==> src/rtl/fsim_pkg.sv <==
package fsim_pkg;
  localparam int NPI   = 6;
  localparam int NGATE = 8;
  localparam int NNET  = NPI + NGATE;
  localparam int NETW  = $clog2(NNET);
  localparam int NPO   = 2;
  localparam int PIN_W = 2;

  localparam logic [PIN_W-1:0] PIN_OUT = 2'd0;
  localparam logic [PIN_W-1:0] PIN_A   = 2'd1;
  localparam logic [PIN_W-1:0] PIN_B   = 2'd2;

  typedef enum logic [1:0] {OP_AND = 2'd0, OP_OR = 2'd1, OP_NOT = 2'd2} gate_op_e;

  typedef struct packed {
    gate_op_e        op;
    logic [NETW-1:0] src_a;
    logic [NETW-1:0] src_b;
  } gate_t;

  // Fixed network, gates listed in dependency order; gate g drives net NPI+g.
  function automatic gate_t gate_def(input int g);
    case (g)
      0:       return '{op: OP_AND, src_a: 4'd0,  src_b: 4'd1};
      1:       return '{op: OP_AND, src_a: 4'd2,  src_b: 4'd3};
      2:       return '{op: OP_OR,  src_a: 4'd6,  src_b: 4'd7};
      3:       return '{op: OP_NOT, src_a: 4'd8,  src_b: 4'd8};
      4:       return '{op: OP_OR,  src_a: 4'd4,  src_b: 4'd5};
      5:       return '{op: OP_AND, src_a: 4'd9,  src_b: 4'd10};
      6:       return '{op: OP_NOT, src_a: 4'd4,  src_b: 4'd4};
      default: return '{op: OP_OR,  src_a: 4'd7,  src_b: 4'd12};
    endcase
  endfunction

  function automatic int po_net(input int k);
    return (k == 0) ? 11 : 13;
  endfunction
endpackage

==> src/rtl/fsim_fault_table.sv <==
module fsim_fault_table import fsim_pkg::*; #(
  parameter int LANES = 8,
  localparam int NSLOT  = LANES - 1,
  localparam int SLOT_W = $clog2(NSLOT)
) (
  input  logic                             clk,
  input  logic                             rst_n,
  input  logic                             cfg_we,
  input  logic [SLOT_W-1:0]                cfg_slot,
  input  logic                             cfg_en,
  input  logic [NETW-1:0]                  cfg_net,
  input  logic [PIN_W-1:0]                 cfg_pin,
  input  logic                             cfg_sv,
  output logic [NSLOT-1:0][NETW-1:0]       f_net,
  output logic [NSLOT-1:0][PIN_W-1:0]      f_pin,
  output logic [NSLOT-1:0]                 f_sv,
  output logic [NSLOT-1:0]                 f_en
);
  logic [NSLOT-1:0][NETW-1:0]  net_d;
  logic [NSLOT-1:0][PIN_W-1:0] pin_d;
  logic [NSLOT-1:0]            sv_d, en_d;
  logic                        wr_ok;

  assign wr_ok = cfg_we && (32'(cfg_slot) < NSLOT);

  always_comb begin
    net_d = f_net;
    pin_d = f_pin;
    sv_d  = f_sv;
    en_d  = f_en;
    if (wr_ok) begin
      net_d[cfg_slot] = cfg_net;
      pin_d[cfg_slot] = cfg_pin;
      sv_d[cfg_slot]  = cfg_sv;
      en_d[cfg_slot]  = cfg_en;
    end
  end

  always_ff @(posedge clk or negedge rst_n) begin
    if (!rst_n) begin
      f_net <= '0;
      f_pin <= '0;
      f_sv  <= '0;
      f_en  <= '0;
    end else if (wr_ok) begin
      f_net <= net_d;
      f_pin <= pin_d;
      f_sv  <= sv_d;
      f_en  <= en_d;
    end
  end


  cfg_land_chk: assert property (@(posedge clk) disable iff (!rst_n)
    wr_ok |=> (f_en[$past(cfg_slot)] == $past(cfg_en)) && (f_net[$past(cfg_slot)] == $past(cfg_net)));
endmodule

==> src/rtl/fsim_eval.sv <==
module fsim_eval import fsim_pkg::*; #(
  parameter int LANES = 8,
  localparam int NSLOT = LANES - 1
) (
  input  logic [NPI-1:0]                   pi_val,
  input  logic [NPI-1:0]                   pi_unk,
  input  logic [NSLOT-1:0][NETW-1:0]       f_net,
  input  logic [NSLOT-1:0][PIN_W-1:0]      f_pin,
  input  logic [NSLOT-1:0]                 f_sv,
  input  logic [NSLOT-1:0]                 f_en,
  output logic [NPO-1:0][LANES-1:0]        po_v,
  output logic [NPO-1:0][LANES-1:0]        po_x
);
  logic [NNET-1:0][LANES-1:0] nv, nx;
  logic [2*LANES-1:0]         m;
  logic [LANES-1:0]           av, ax, bv, bx, rv, rx;
  gate_t                      gd;

  // Upper half: AND mask (stuck-at-0), lower half: OR mask (stuck-at-1).
  function automatic logic [2*LANES-1:0] site_mask(input int n, input logic [PIN_W-1:0] p);
    logic [LANES-1:0] am;
    logic [LANES-1:0] om;
    am = '1;
    om = '0;
    for (int l = 0; l < NSLOT; l++) begin
      if (f_en[l] && (f_net[l] == NETW'(n)) && (f_pin[l] == p)) begin
        if (f_sv[l]) om[l] = 1'b1;
        else         am[l] = 1'b0;
      end
    end
    return {am, om};
  endfunction

  always_comb begin
    nv = '0;
    nx = '0;
    m  = '0;
    av = '0; ax = '0; bv = '0; bx = '0; rv = '0; rx = '0;
    gd = '{op: OP_AND, src_a: '0, src_b: '0};
    for (int i = 0; i < NPI; i++) begin
      m     = site_mask(i, PIN_OUT);
      nv[i] = ({LANES{pi_val[i] & ~pi_unk[i]}} & m[2*LANES-1:LANES]) | m[LANES-1:0];
      nx[i] = {LANES{pi_unk[i]}} & m[2*LANES-1:LANES] & ~m[LANES-1:0];
    end
    for (int g = 0; g < NGATE; g++) begin
      gd = gate_def(g);
      m  = site_mask(NPI + g, PIN_A);
      av = (nv[gd.src_a] & m[2*LANES-1:LANES]) | m[LANES-1:0];
      ax = nx[gd.src_a] & m[2*LANES-1:LANES] & ~m[LANES-1:0];
      m  = site_mask(NPI + g, PIN_B);
      bv = (nv[gd.src_b] & m[2*LANES-1:LANES]) | m[LANES-1:0];
      bx = nx[gd.src_b] & m[2*LANES-1:LANES] & ~m[LANES-1:0];
      case (gd.op)
        OP_AND: begin
          rv = av & bv;
          rx = (ax | bx) & (av | ax) & (bv | bx);
        end
        OP_OR: begin
          rv = av | bv;
          rx = (ax | bx) & ~av & ~bv;
        end
        default: begin
          rv = ~av & ~ax;
          rx = ax;
        end
      endcase
      m          = site_mask(NPI + g, PIN_OUT);
      nv[NPI+g]  = (rv & m[2*LANES-1:LANES]) | m[LANES-1:0];
      nx[NPI+g]  = rx & m[2*LANES-1:LANES] & ~m[LANES-1:0];
    end
  end

  for (genvar k = 0; k < NPO; k++) begin : g_po
    assign po_v[k] = nv[po_net(k)];
    assign po_x[k] = nx[po_net(k)];
  end
endmodule

==> src/rtl/fsim_detect.sv <==
module fsim_detect import fsim_pkg::*; #(
  parameter int LANES  = 8,
  parameter int VIDX_W = 8,
  localparam int NSLOT = LANES - 1,
  localparam int CNT_W = $clog2(LANES)
) (
  input  logic                        clk,
  input  logic                        rst_n,
  input  logic                        clear_faults,
  input  logic                        vec_valid,
  input  logic [NPO-1:0][LANES-1:0]   po_v,
  input  logic [NPO-1:0][LANES-1:0]   po_x,
  input  logic [NSLOT-1:0]            f_en,
  output logic                        done,
  output logic [NPO-1:0]              good_v,
  output logic [NPO-1:0]              good_x,
  output logic [NSLOT-1:0]            new_det,
  output logic [NSLOT-1:0]            det_mask,
  output logic [CNT_W-1:0]            det_count,
  output logic [CNT_W-1:0]            sim_count,
  output logic [VIDX_W-1:0]           vec_count,
  output logic [NSLOT*VIDX_W-1:0]     first_vec
);
  logic [NSLOT-1:0]        hit, fresh;
  logic                    take;
  logic                    done_d;
  logic [NPO-1:0]          gv_d, gx_d;
  logic [NSLOT-1:0]        new_d, det_d;
  logic [VIDX_W-1:0]       vcnt_d;
  logic [NSLOT*VIDX_W-1:0] first_d;

  function automatic logic [CNT_W-1:0] pop(input logic [NSLOT-1:0] w);
    logic [CNT_W-1:0] c;
    c = '0;
    for (int i = 0; i < NSLOT; i++) c = c + CNT_W'(w[i]);
    return c;
  endfunction

  always_comb begin
    hit = '0;
    for (int l = 0; l < NSLOT; l++) begin
      for (int k = 0; k < NPO; k++) begin
        if (f_en[l] && !po_x[k][LANES-1] && !po_x[k][l] && (po_v[k][l] != po_v[k][LANES-1]))
          hit[l] = 1'b1;
      end
    end
  end

  assign fresh = hit & ~det_mask;
  assign take  = vec_valid && !clear_faults;

  always_comb begin
    done_d  = 1'b0;
    new_d   = '0;
    det_d   = det_mask;
    vcnt_d  = vec_count;
    first_d = first_vec;
    gv_d    = good_v;
    gx_d    = good_x;
    if (clear_faults) begin
      det_d   = '0;
      vcnt_d  = '0;
      first_d = '0;
    end else if (vec_valid) begin
      done_d = 1'b1;
      new_d  = fresh;
      det_d  = det_mask | fresh;
      for (int l = 0; l < NSLOT; l++)
        if (fresh[l]) first_d[l*VIDX_W +: VIDX_W] = vec_count;
      if (vec_count != '1) vcnt_d = vec_count + 1'b1;
      for (int k = 0; k < NPO; k++) begin
        gv_d[k] = po_v[k][LANES-1];
        gx_d[k] = po_x[k][LANES-1];
      end
    end
  end

  always_ff @(posedge clk or negedge rst_n) begin
    if (!rst_n) begin
      done      <= 1'b0;
      new_det   <= '0;
      det_mask  <= '0;
      vec_count <= '0;
      first_vec <= '0;
      good_v    <= '0;
      good_x    <= '0;
    end else begin
      done    <= done_d;
      new_det <= new_d;
      if (clear_faults || vec_valid) begin
        det_mask  <= det_d;
        vec_count <= vcnt_d;
        first_vec <= first_d;
      end
      if (take) begin
        good_v <= gv_d;
        good_x <= gx_d;
      end
    end
  end

  assign det_count = pop(det_mask & f_en);
  assign sim_count = pop(f_en);


  sticky_det_chk: assert property (@(posedge clk) disable iff (!rst_n)
    !clear_faults |=> ((det_mask & $past(det_mask)) == $past(det_mask)));

  clear_chk: assert property (@(posedge clk) disable iff (!rst_n)
    clear_faults |=> (det_mask == '0) && (vec_count == '0) && !done);

  done_follow_chk: assert property (@(posedge clk) disable iff (!rst_n)
    take |=> done);

  new_det_fresh_chk: assert property (@(posedge clk) disable iff (!rst_n)
    1'b1 |=> ((new_det & $past(det_mask)) == '0) && (done || new_det == '0));

  vcnt_mono_chk: assert property (@(posedge clk) disable iff (!rst_n)
    !clear_faults |=> vec_count >= $past(vec_count));

  cnt_bound_chk: assert property (@(posedge clk) disable iff (!rst_n)
    det_count <= sim_count);

  for (genvar l = 0; l < NSLOT; l++) begin : g_off

    off_lane_chk: assert property (@(posedge clk) disable iff (!rst_n)
      !f_en[l] |-> (po_v[0][l] == po_v[0][LANES-1]) && (po_x[0][l] == po_x[0][LANES-1]) &&
                   (po_v[1][l] == po_v[1][LANES-1]) && (po_x[1][l] == po_x[1][LANES-1]));
  end
endmodule

==> src/rtl/sa_lane_sim.sv <==
module sa_lane_sim import fsim_pkg::*; #(
  parameter int LANES  = 8,
  parameter int VIDX_W = 8,
  localparam int NSLOT  = LANES - 1,
  localparam int SLOT_W = $clog2(NSLOT),
  localparam int CNT_W  = $clog2(LANES)
) (
  input  logic                      clk,
  input  logic                      rst_n,
  input  logic                      cfg_we,
  input  logic [SLOT_W-1:0]         cfg_slot,
  input  logic                      cfg_en,
  input  logic [NETW-1:0]           cfg_net,
  input  logic [PIN_W-1:0]          cfg_pin,
  input  logic                      cfg_sv,
  input  logic                      clear_faults,
  input  logic                      vec_valid,
  input  logic [NPI-1:0]            vec_val,
  input  logic [NPI-1:0]            vec_unk,
  output logic                      done,
  output logic [NPO-1:0]            good_v,
  output logic [NPO-1:0]            good_x,
  output logic [NSLOT-1:0]          new_det,
  output logic [NSLOT-1:0]          det_mask,
  output logic [CNT_W-1:0]          det_count,
  output logic [CNT_W-1:0]          sim_count,
  output logic [VIDX_W-1:0]         vec_count,
  output logic [NSLOT*VIDX_W-1:0]   first_vec
);
  logic [1:0]                  rst_sync;
  logic                        rst_n_i;
  logic [NSLOT-1:0][NETW-1:0]  f_net;
  logic [NSLOT-1:0][PIN_W-1:0] f_pin;
  logic [NSLOT-1:0]            f_sv, f_en;
  logic [NPO-1:0][LANES-1:0]   po_v, po_x;

  always_ff @(posedge clk or negedge rst_n) begin
    if (!rst_n) rst_sync <= 2'b00;
    else        rst_sync <= {rst_sync[0], 1'b1};
  end
  assign rst_n_i = rst_sync[1];

  fsim_fault_table #(.LANES(LANES)) u_tab (
    .clk(clk), .rst_n(rst_n_i), .cfg_we(cfg_we), .cfg_slot(cfg_slot), .cfg_en(cfg_en),
    .cfg_net(cfg_net), .cfg_pin(cfg_pin), .cfg_sv(cfg_sv),
    .f_net(f_net), .f_pin(f_pin), .f_sv(f_sv), .f_en(f_en)
  );

  fsim_eval #(.LANES(LANES)) u_eval (
    .pi_val(vec_val), .pi_unk(vec_unk), .f_net(f_net), .f_pin(f_pin), .f_sv(f_sv),
    .f_en(f_en), .po_v(po_v), .po_x(po_x)
  );

  fsim_detect #(.LANES(LANES), .VIDX_W(VIDX_W)) u_det (
    .clk(clk), .rst_n(rst_n_i), .clear_faults(clear_faults), .vec_valid(vec_valid),
    .po_v(po_v), .po_x(po_x), .f_en(f_en), .done(done), .good_v(good_v), .good_x(good_x),
    .new_det(new_det), .det_mask(det_mask), .det_count(det_count), .sim_count(sim_count),
    .vec_count(vec_count), .first_vec(first_vec)
  );
endmodule

==> config.mk <==
export PLATFORM = sky130hd
export DESIGN_NAME = sa_lane_sim
export DESIGN_NICKNAME = d
export VERILOG_FILES = /design/src/rtl/fsim_pkg.sv /design/src/rtl/fsim_fault_table.sv /design/src/rtl/fsim_eval.sv /design/src/rtl/fsim_detect.sv /design/src/rtl/sa_lane_sim.sv
export SDC_FILE = /design/constraint.sdc
export NUM_CORES = 1
export LEC_CHECK = 0
export BUFFER_PORTS_ARGS = -buffer_cell sky130_fd_sc_hd__buf_4
export CAP_MARGIN = 20
export CORE_MARGIN = 2
export CORE_UTILIZATION = 61
export CTS_CLUSTER_DIAMETER = 120
export DETAILED_ROUTE_END_ITERATION = 8
export GPL_TIMING_DRIVEN = 0
export PLACE_DENSITY = 0.87
export SLEW_MARGIN = 20
export SYNTH_ARGS = -nofsm -noshare
export SYNTH_HDL_FRONTEND = slang
export SYNTH_HIERARCHICAL = 1
export SYNTH_SLANG_ARGS = --single-unit
==> constraint.sdc <==
create_clock -name clk -period 4.6 [get_ports clk]
set_input_delay 0 -clock clk [delete_from_list [all_inputs] [get_ports clk]]
set_output_delay 0 -clock clk [all_outputs]
set_load 0.005 [all_outputs]
==> run summary, run 1 <==
status -> complete, no violations
Netlist cell types -> 99
top-area cell type share of the netlist area -> 29.0%
nets@finish -> 1607
FMAX -> 237 MHz
CP Capture Type -> register
maxcap violations -> 0
FF/Latch Area -> 3530 sq um
Multi-input gate area -> 7950 sq um
vias in the first global route -> 12300
FILL cells -> 1464
Pwr Total -> 5.09 mW
global placement routability congestion -> 0.972
clk sink count -> 141
largest net degree at the start of global routing -> 54
number of setup violations in the final report -> 0
Core Area -> 19500 sq um
r2r startpoint -> u_tab/f_en[2]
Final Hold Viols -> 0
Mapped Nets -> 1462
grt ovf -> 0
r2r setup slk -> 380 ps
Setup WS pre-CTS -> 297 ps
syn avg cell area -> 8.54 sq um
worst slew pin tran -> 1030 ps
Post-Syn Area -> 12200 sq um
Die ar. -> 21100 sq um
fin util -> 72.5%
Yosys warning count -> 6
R2R cell count -> 11
Final Skew -> 11.4 ps
post-synthesis sequential area ratio -> 29.0%
starting density of the core -> 62.3%
drt first pass iters -> 8
clock buffer depth -> 2
RSZ-0062 raised after global routing -> false
area grow syn2layout -> 16.3%
final worst path period need -> 4220 ps
Final HPWL DP -> 29400 um
synth top area cells -> dfrtp_1 (29%), mux2_2 (5.8%), mux2i_1 (3.4%)
reg-to-reg endpoint -> u_det/first_vec[23]
DRC violations left -> 0
CTS buffer count -> 17
Max VDD drop -> 0.000321 V
Std-Cell Rows -> 51
Die Span X -> 145 um
WS Path Type -> reg -> reg
GRT Util Overall -> 40.0%
DR iter-0 viols -> 1532
Final Cycle Share -> 91.8%
drt total wl -> 43100 um
clk_lat worst skew -> 430 ps
DR WL/cell -> 23.3 um
Hold Path Stages -> 3
Max FO, Critical Path -> 14
Async S/R FF share, synth -> 100%
Vias/cell -> 7.03
area post-placement -> 13400 sq um
Clk pin slew, worst setup/hold paths -> 70 ps
layout cell share with drive strength beyond 1 -> 18.1%
Req. time, crit path -> 4950 ps
arrival time at the worst endpoint -> 4570 ps
Hold Crit Start -> cfg_slot[1]
diodes inserted -> 0
Post-Synthesis Cells -> 1425
EDFF count, synth -> 0
leak pwr -> 6.05 nW
I/O Buffers -> 112
CTS tree -> done
Routed Antenna Nets -> 0
Worst Setup Slack, final -> 378 ps
Relative slew margins -> 31.5%
initial antenna violation count -> 0
Post-CTS Setup Inserts -> 0
#FFs+latches synth -> 141
crit path launch type -> register
Worst Hold Class -> in -> reg
Hold EP -> u_tab/f_net[0]
pwr dens -> 360 nW/um^2
first-pass GRT wire length -> 67700 um
I/O Pins -> 117
Die Span Y -> 145 um
largest area contributor in the netlist -> dfrtp_1
Root Buffer -> clkbuf_16
cell area after layout -> 14200 sq um
fin. max-slew vios -> 0
via count -> 13000
H-Tree Depth -> 4
commonest register cell after synthesis -> dfrtp_1
==> state kept, by name, summed over array words and instances (netlist names), 7 cells and up <==
register,flops
u_det/first_vec,56
u_tab/f_net,28
u_tab/f_pin,14
u_det/vec_count,8
u_det/det_mask,7
u_det/new_det,7
u_tab/f_en,7
u_tab/f_sv,7
==> cells in the mapped netlist (10+ instances only) <==
cell / number
nor2_1: 92
nand4_1: 18
nor4bb_1: 16
inv_1: 45
nand3b_1: 13
nand3_1: 55
a21oi_1: 78
and2_1: 19
nor3_1: 52
a22oi_1: 19
nor4b_1: 14
mux2_2: 63
nand4b_1: 13
a211oi_1: 12
nor3b_1: 16
nor4_1: 16
or3_1: 18
dfrtp_1: 141
o22ai_1: 10
nand2_1: 103
nor2b_1: 20
buf_1: 11
mux2i_1: 41
and3_1: 23
o21ai_0: 44
a32oi_1: 12
buf_2: 29
o211ai_1: 10
xnor2_1: 16
o21ai_1: 11
xor2_1: 26
nand2b_1: 30
clkbuf_1: 72
a22o_1: 43
a31oi_1: 21
==> power breakdown <==
group | leakage, nW | switching (mW) | internal, mW
logic | 3.91 | 1.27 | 0.813
clock network | 0.300 | 0.651 | 0.787
registers | 1.84 | 0.206 | 1.36
total | 6.05 | 2.13 | 2.96
==> worst max-delay path by stage <==
stage | start | to | slack [ps] | cells after the start
after floorplan | rst_sync[1] | u_det/det_mask[0] | 380 | 0
after global placement | rst_sync[1] | u_tab/f_pin[5] | -1040 | 0
after detailed placement | u_tab/f_en[4] | u_det/first_vec[33] | 300 | 12
after CTS | u_tab/f_en[4] | u_det/first_vec[35] | 260 | 12
after global routing | u_tab/f_en[2] | u_det/first_vec[23] | 110 | 11
final | u_tab/f_en[2] | u_det/first_vec[23] | 380 | 11
==> cells in the final DEF, fill, tap and decap left out, types with 10 or more instances in the layout <==
cell type	netlist	layout
dfrtp_1	141	140
a22oi_1	19	19
nand4b_1	13	13
and3_1	23	23
inv_1	45	45
nand2_1	103	103
xnor2_1	16	16
nor3b_1	16	16
nand3_1	55	55
a32oi_1	12	12
o211ai_1	10	10
and2_1	19	19
a22o_1	43	43
nor4b_1	14	14
nor2b_1	20	19
clkbuf_1	72	72
clkbuf_16	0	17
nand3b_1	13	13
nand4_1	18	18
a21oi_1	78	78
nor3_1	52	52
o21ai_0	44	44
nor4_1	16	16
mux2i_1	41	41
a211oi_1	12	12
or3_1	18	18
mux2_2	63	63
buf_1	11	11
buf_4	3	115
nor4bb_1	16	16
a31oi_1	21	21
o21ai_1	11	11
xor2_1	26	26
nand2b_1	30	30
nor2_1	92	91
dlygate4sd3_1	0	12
o22ai_1	10	10
buf_2	29	29
==> stage by stage <==
stage / TNS, ps / instances / hold WS (ps)
after CTS: 0 / 1848 / 107
after detailed placement: 0 / 1804 / -214
after global placement: -143910 / 1802 / -217
after floorplan: 0 / 1425 / -296
final: 0 / 1848 / 135
after global routing: 0 / 1848 / 132
==> what timing repair did <==
action	in CTS	in global routing
endpoints found under the setup margin	0	7
resized for setup	0	1
hold endpoints to repair	61	0
hold buffers	12	0
==> layout make-up <==
| type | instances | share of cell area, % |
|---|---|---|
| multi-input combinational | 1119 | 56.2 |
| sequential | 141 | 25.0 |
| timing repair buffer | 126 | 7.18 |
| buffer | 120 | 3.74 |
| clock buffer | 17 | 3.01 |
| tap | 265 | 2.34 |
| clock inverter | 15 | 1.39 |
| inverter | 45 | 1.19 |
==> worst max-delay path, cell delays in order, from the launching register on <==
cell and delay, ps:
dfrtp_1 760, nor3b_1 670, o21ai_1 320, a41o_1 310, a221oi_1 390, nor3b_1 250
o22a_1 170, nor2_1 40, a22oi_1 610, or3_1 200, clkbuf_2 200, mux2i_1 240
==> layer usage <==
layer,up-vias,track usage (%),routed length [um]
met2,936,63.0,19400
met3,207,8.14,5230
met1,6173,52.5,16100
li1,5680,-,-
met4,0,19.9,2380
met5,-,0,0
==> kinds of logic after synthesis <==
group	synth area share, %
AOI/OAI and AO/OA	22.9
xor gates and xnor gates	3.16
adders and majority gates	1.58
buffers and inverters	5.74
DFF	29.0
muxes	9.20
other	0.0308
and+or+nand+nor	28.4
Note: power is estimated with default switching activity, not from simulation.
==> run 2: changes to the inputs <==
--- a/config.mk
+++ b/config.mk
@@ -7,7 +7,6 @@
 export LEC_CHECK = 0
 export BUFFER_PORTS_ARGS = -buffer_cell sky130_fd_sc_hd__buf_4
 export CAP_MARGIN = 20
-export CORE_MARGIN = 2
 export CORE_UTILIZATION = 61
 export CTS_CLUSTER_DIAMETER = 120
 export DETAILED_ROUTE_END_ITERATION = 8
==> run 2 against run 1 <==
Effect of this change: combinational power is essentially flat; clock-buffer cell count unchanged; critical endpoint is now u_det/first_vec[27]; largest cell class unchanged; highest routed layer is now met5; critical path depth stayed put.
==> run summary, run 2 (synthesis results as in run 1) <==
status -> complete, no violations
routed wl met3 -> 5110 um
drt total wl -> 41800 um
slowest CP cell -> a22oi_1
Clk pwr share -> 28.2%
Psw -> 2.11 mW
Switching Share -> 41.2%
fin. max-slew vios -> 0
starting density of the core -> 62.3%
H-Tree Depth -> 4
top layer in use -> met5
crit path launch type -> register
first-pass GRT wire length -> 65100 um
arrival time at the worst endpoint -> 4680 ps
CP Cell Sequence -> nor3b_1 > and2_1 > a21boi_0 > o22a_1 > a2111oi_0 > a22oi_1 > o21ai_1 > xor2_1 > a22oi_1 > o31a_1 > a22o_1
Max stage delay on crit path -> 720 ps
Core Area -> 19500 sq um
Final Skew -> 6.28 ps
R2R cell count -> 11
I/O Buffers -> 112
DR WL/cell -> 22.6 um
via count -> 13100
Final Cycle Share -> 94.3%
drt first pass iters -> 6
most used cell, CP -> a22oi_1
Worst Hold Class -> in -> reg
RSZ-0062 raised after global routing -> false
Pwr Total -> 5.12 mW
pwr dens -> 362 nW/um^2
FMAX -> 230 MHz
grt ovf -> 0
area grow syn2layout -> 16.2%
CTS tree -> done
GRT Util Overall -> 41.2%
Std-Cell Rows -> 51
largest registers -> u_det/first_vec (56), u_tab/f_net (28), u_tab/f_pin (14)
largest reg by FF count -> u_det/first_vec
Routed Antenna Nets -> 0
Relative slew margins -> 23.2%
Die Span X -> 143 um
worst hold margin -> 138 ps
clk sink count -> 141
maxcap violations -> 0
worst slew pin tran -> 1150 ps
CTS buffer count -> 17
Max FO, Critical Path -> 14
clock buffer depth -> 2
Clk pin slew, worst setup/hold paths -> 60 ps
max FFs per register -> 56
sequential power share -> 30.7%
leak pwr -> 6.05 nW
WS Path Type -> reg -> reg
nets@finish -> 1607
Vias/cell -> 7.09
diodes inserted -> 0
r2r startpoint -> u_tab/f_en[3]
most common cell after layout, fill and taps aside -> dfrtp_1
layout cell share with drive strength beyond 1 -> 18.1%
largest net degree at the start of global routing -> 58
commonest cells after routing, fill and taps aside -> dfrtp_1 (140), buf_4 (115), nand2_1 (103), nor2_1 (91), a21oi_1 (78)
routed metal-1 wire length -> 15700 um
internal cell power -> 3.01 mW
Post-CTS Setup Inserts -> 0
combinational share of power -> 41.1%
clk_lat worst skew -> 420 ps
Root Buffer -> clkbuf_16
CP startpoint -> u_tab/f_en[3]
initial antenna violation count -> 2
Die Span Y -> 143 um
metal2 WL -> 18400 um
Hold Crit Start -> cfg_slot[1]
number of setup violations in the final report -> 0
Final HPWL DP -> 29200 um
Hold Path Stages -> 3
DR iter-0 viols -> 1603
I/O Pins -> 117
vias in the first global route -> 12300
Final Hold Viols -> 0
global placement routability congestion -> 1.00
Req. time, crit path -> 4940 ps
DRC violations left -> 0
CP Capture Type -> register
final worst path period need -> 4340 ps
Max VDD drop -> 0.000346 V
Die ar. -> 20500 sq um
==> run 2: changes by cell type in the layout (fill, tap and decap cells not counted), sizes merged <==
| cell | delta |
|---|---|
| bufinv | +1 |
| clkinv | -6 |
| inv | +5 |
==> run 2: final timing paths <==
check / to / slack, ps
min in group asynchronous: u_tab/f_pin[10] / 270
hold reg to reg: u_tab/f_pin[10] / 270
setup / recovery: u_det/first_vec[27] / 260
max in group asynchronous: u_det/new_det[3] / 3400
setup reg to reg: u_det/first_vec[27] / 260
hold / removal: u_tab/f_net[3] / 140
==> run 2: power by group through the flow <==
stage	clock network (mW)	logic (mW)	registers (mW)
2_1_floorplan	0	1.46	1.53
3_3_place_gp	0	1.92	1.59
3_5_place_dp	0	1.99	1.59
4_1_cts	1.45	2.03	1.56
5_1_grt	1.50	2.26	1.59
6_report	1.45	2.10	1.57
==> run 2: stage by stage <==
stage	instances	cell area, sq um	worst slack, ps	TNS, ps	utilization [%]
2_1_floorplan	1425	12200	381	0	-
3_3_place_gp	1802	13300	-1000	-137570	68.3
3_5_place_dp	1804	13400	196	0	68.6
4_1_cts	1848	14100	172	0	72.4
5_1_grt	1848	14100	95.4	0	72.4
6_report	1848	14100	261	0	72.4
==> run 2: metal layers <==
layer | vias up | track usage, %
met5 | - | 0
met4 | 2 | 25.3
met3 | 219 | 11.9
met2 | 950 | 62.2
met1 | 6234 | 52.2
li1 | 5692 | -
==> run 2: area by class of cell <==
| cell class | count | area (sq um) |
|---|---|---|
| clock buffer | 17 | 425 |
| tap | 265 | 332 |
| clock inverter | 15 | 188 |
| buffer | 120 | 529 |
| fill | 1487 | 5390 |
| timing repair buffer | 126 | 1020 |
| sequential | 141 | 3530 |
| multi-input combinational | 1119 | 7950 |
| inverter | 45 | 169 |
==> run 2: critical path: cells and delay by family, from the launching register on <==
family / cells / cell delay (ps)
AOI/OAI and AO/OA: 8 / 2730
xor gates and xnor gates: 1 / 90
DFF: 1 / 700
and+or+nand+nor: 2 / 730
==> run 2: what timing repair did <==
action                                 4_1_cts  5_1_grt
gates resized for setup                      0        1
setup endpoints to repair                    0        7
hold buffers                                12        0
endpoints found under the hold margin       62        0
==> run 3: changes to the inputs <==
--- a/config.mk
+++ b/config.mk
@@ -12,6 +12,7 @@
 export DETAILED_ROUTE_END_ITERATION = 8
 export GPL_TIMING_DRIVEN = 0
 export PLACE_DENSITY = 0.87
+export RECOVER_POWER = 25
 export SLEW_MARGIN = 20
 export SYNTH_ARGS = -nofsm -noshare
 export SYNTH_HDL_FRONTEND = slang
==> run 3 against run 2 <==
Effect of this change: the flow now finishes with violations (capacitance limit, slew limit); sequential power hardly changed; cell count unchanged; die area is the same; largest cell class unchanged.
==> run summary, run 3 (synthesis results as in run 1) <==
WS Path Type -> reg -> reg
FILL cells -> 1497
Setup TNS -> 0 ps
I/O Pins -> 117
DR iter-0 viols -> 1545
layout cell share with drive strength beyond 1 -> 17.4%
r2r startpoint -> u_tab/f_en[2]
Die ar. -> 20500 sq um
arrival time at the worst endpoint -> 4640 ps
Std-Cell Rows -> 51
Final HPWL DP -> 29200 um
I/O Buffers -> 112
worst hold margin -> 229 ps
Final Hold Viols -> 0
starting density of the core -> 62.3%
Pwr Total -> 5.12 mW
vias in the first global route -> 12300
Clk pin slew, worst setup/hold paths -> 70 ps
FMAX -> 232 MHz
drt total wl -> 41900 um
CP startpoint -> u_tab/f_en[2]
crit path launch type -> register
DRC violations left -> 0
combinational share of power -> 41.2%
Die Span X -> 143 um
Vias/cell -> 7.09
Die Span Y -> 143 um
first-pass GRT wire length -> 65100 um
nets@finish -> 1607
status -> finished, violations left
r2r setup slk -> 290 ps
via count -> 13100
Hold Crit Start -> cfg_slot[0]
Post-CTS Setup Inserts -> 0
Relative slew margins -> -9.78%
Final Skew -> 6.80 ps
diodes inserted -> 0
CP Capture Type -> register
sequential power share -> 30.7%
global placement routability congestion -> 1.00
Max FO, Critical Path -> 14
clock buffer depth -> 2
Worst Hold Class -> in -> reg
worst slew pin tran -> 1620 ps
internal cell power -> 3.01 mW
max FFs per register -> 56
Core Area -> 19500 sq um
commonest cells after routing, fill and taps aside -> dfrtp_1 (141), buf_4 (104), nand2_1 (103), nor2_1 (91), clkbuf_1 (79)
pwr dens -> 363 nW/um^2
largest net degree at the start of global routing -> 58
drt first pass iters -> 6
largest registers -> u_det/first_vec (56), u_tab/f_net (28), u_tab/f_pin (14)
failing checks -> capacitance limit, slew limit
Psw -> 2.11 mW
clk_lat worst skew -> 420 ps
maxcap violations -> 1
RSZ-0062 raised after global routing -> false
number of setup violations in the final report -> 0
final worst path period need -> 4310 ps
Clk pwr share -> 28.1%
grt ovf -> 0
Max VDD drop -> 0.000344 V
fin. max-slew vios -> 9
CTS tree -> done
H-Tree Depth -> 4
Final Cycle Share -> 93.7%
initial antenna violation count -> 2
Routed Antenna Nets -> 0
Root Buffer -> clkbuf_16
DR WL/cell -> 22.7 um
leak pwr -> 6.02 nW
clk sink count -> 141
most common cell after layout, fill and taps aside -> dfrtp_1
GRT Util Overall -> 41.2%
Req. time, crit path -> 4930 ps
CTS buffer count -> 17
area grow syn2layout -> 16.0%
Switching Share -> 41.2%
largest reg by FF count -> u_det/first_vec
==> run 3: changes by cell type in the layout (fill, tap and decap cells not counted), moves of 5 or more <==
cell	delta
buf_2	-5
clkbuf_4	+9
buf_4	-11
clkbuf_1	+7
==> run 3: final timing paths <==
check	endpoint	cells past startpoint
min reg2reg	rst_sync[1]	0
min	u_tab/f_pin[0]	3
max in group asynchronous	u_det/first_vec[28]	2
max reg2reg	u_det/first_vec[22]	11
max	u_det/first_vec[22]	11
min in group asynchronous	rst_sync[0]	3
==> run 3: power by group through the flow <==
stage	Combinational, mW	Sequential, mW	Clock, mW
2_1_floorplan	1.46	1.53	0
3_3_place_gp	1.92	1.59	0
5_1_grt	2.26	1.59	1.50
3_5_place_dp	1.99	1.59	0
4_1_cts	2.03	1.56	1.45
6_report	2.11	1.57	1.44
==> run 3: metrics by stage <==
stage / instance area [sq um] / setup slack, ps / cells / util (%)
3_3_place_gp: 13300 / -1000 / 1802 / 68.3
3_5_place_dp: 13400 / 196 / 1804 / 68.6
4_1_cts: 14100 / 172 / 1848 / 72.4
6_report: 14100 / 292 / 1848 / 72.2
2_1_floorplan: 12200 / 381 / 1425 / -
5_1_grt: 14100 / 95.4 / 1848 / 72.2
==> run 3: routing by layer <==
metal / share of wire (%) / vias up / track usage, %
met3: 13 / 221 / 11.9
met2: 43 / 935 / 62.2
met1: 38 / 6248 / 52.2
li1: - / 5690 / -
met5: 0.041 / - / 0
met4: 6.2 / 2 / 25.3
==> run 3: worst max-delay path, cell delays in order, from the launching register on <==
cell,delay [ps]
dfrtp_1,730
nor3b_1,590
o21ai_1,310
a41o_1,310
a221oi_1,440
nor3b_1,250
o22a_1,170
nor2_1,40
a22oi_1,690
or3_1,230
clkbuf_2,210
mux2i_1,240
==> run 3: final cells by class <==
| class | count | area [sq um] | area share, % |
|---|---|---|---|
| repair buffers | 126 | 1010 | 7.15 |
| inverters | 45 | 169 | 1.20 |
| clock buffers | 17 | 425 | 3.02 |
| well taps | 265 | 332 | 2.35 |
| clock inverters | 15 | 188 | 1.33 |
| multi-input cells | 1119 | 7930 | 56.2 |
| plain buffers | 120 | 523 | 3.71 |
| flip-flops and latches | 141 | 3530 | 25.0 |
==> run 3: what timing repair did <==
action	in CTS	in global routing
endpoints found under the hold margin	62	0
gates resized for setup	0	1
endpoints found under the setup margin	0	7
hold buffers	12	0
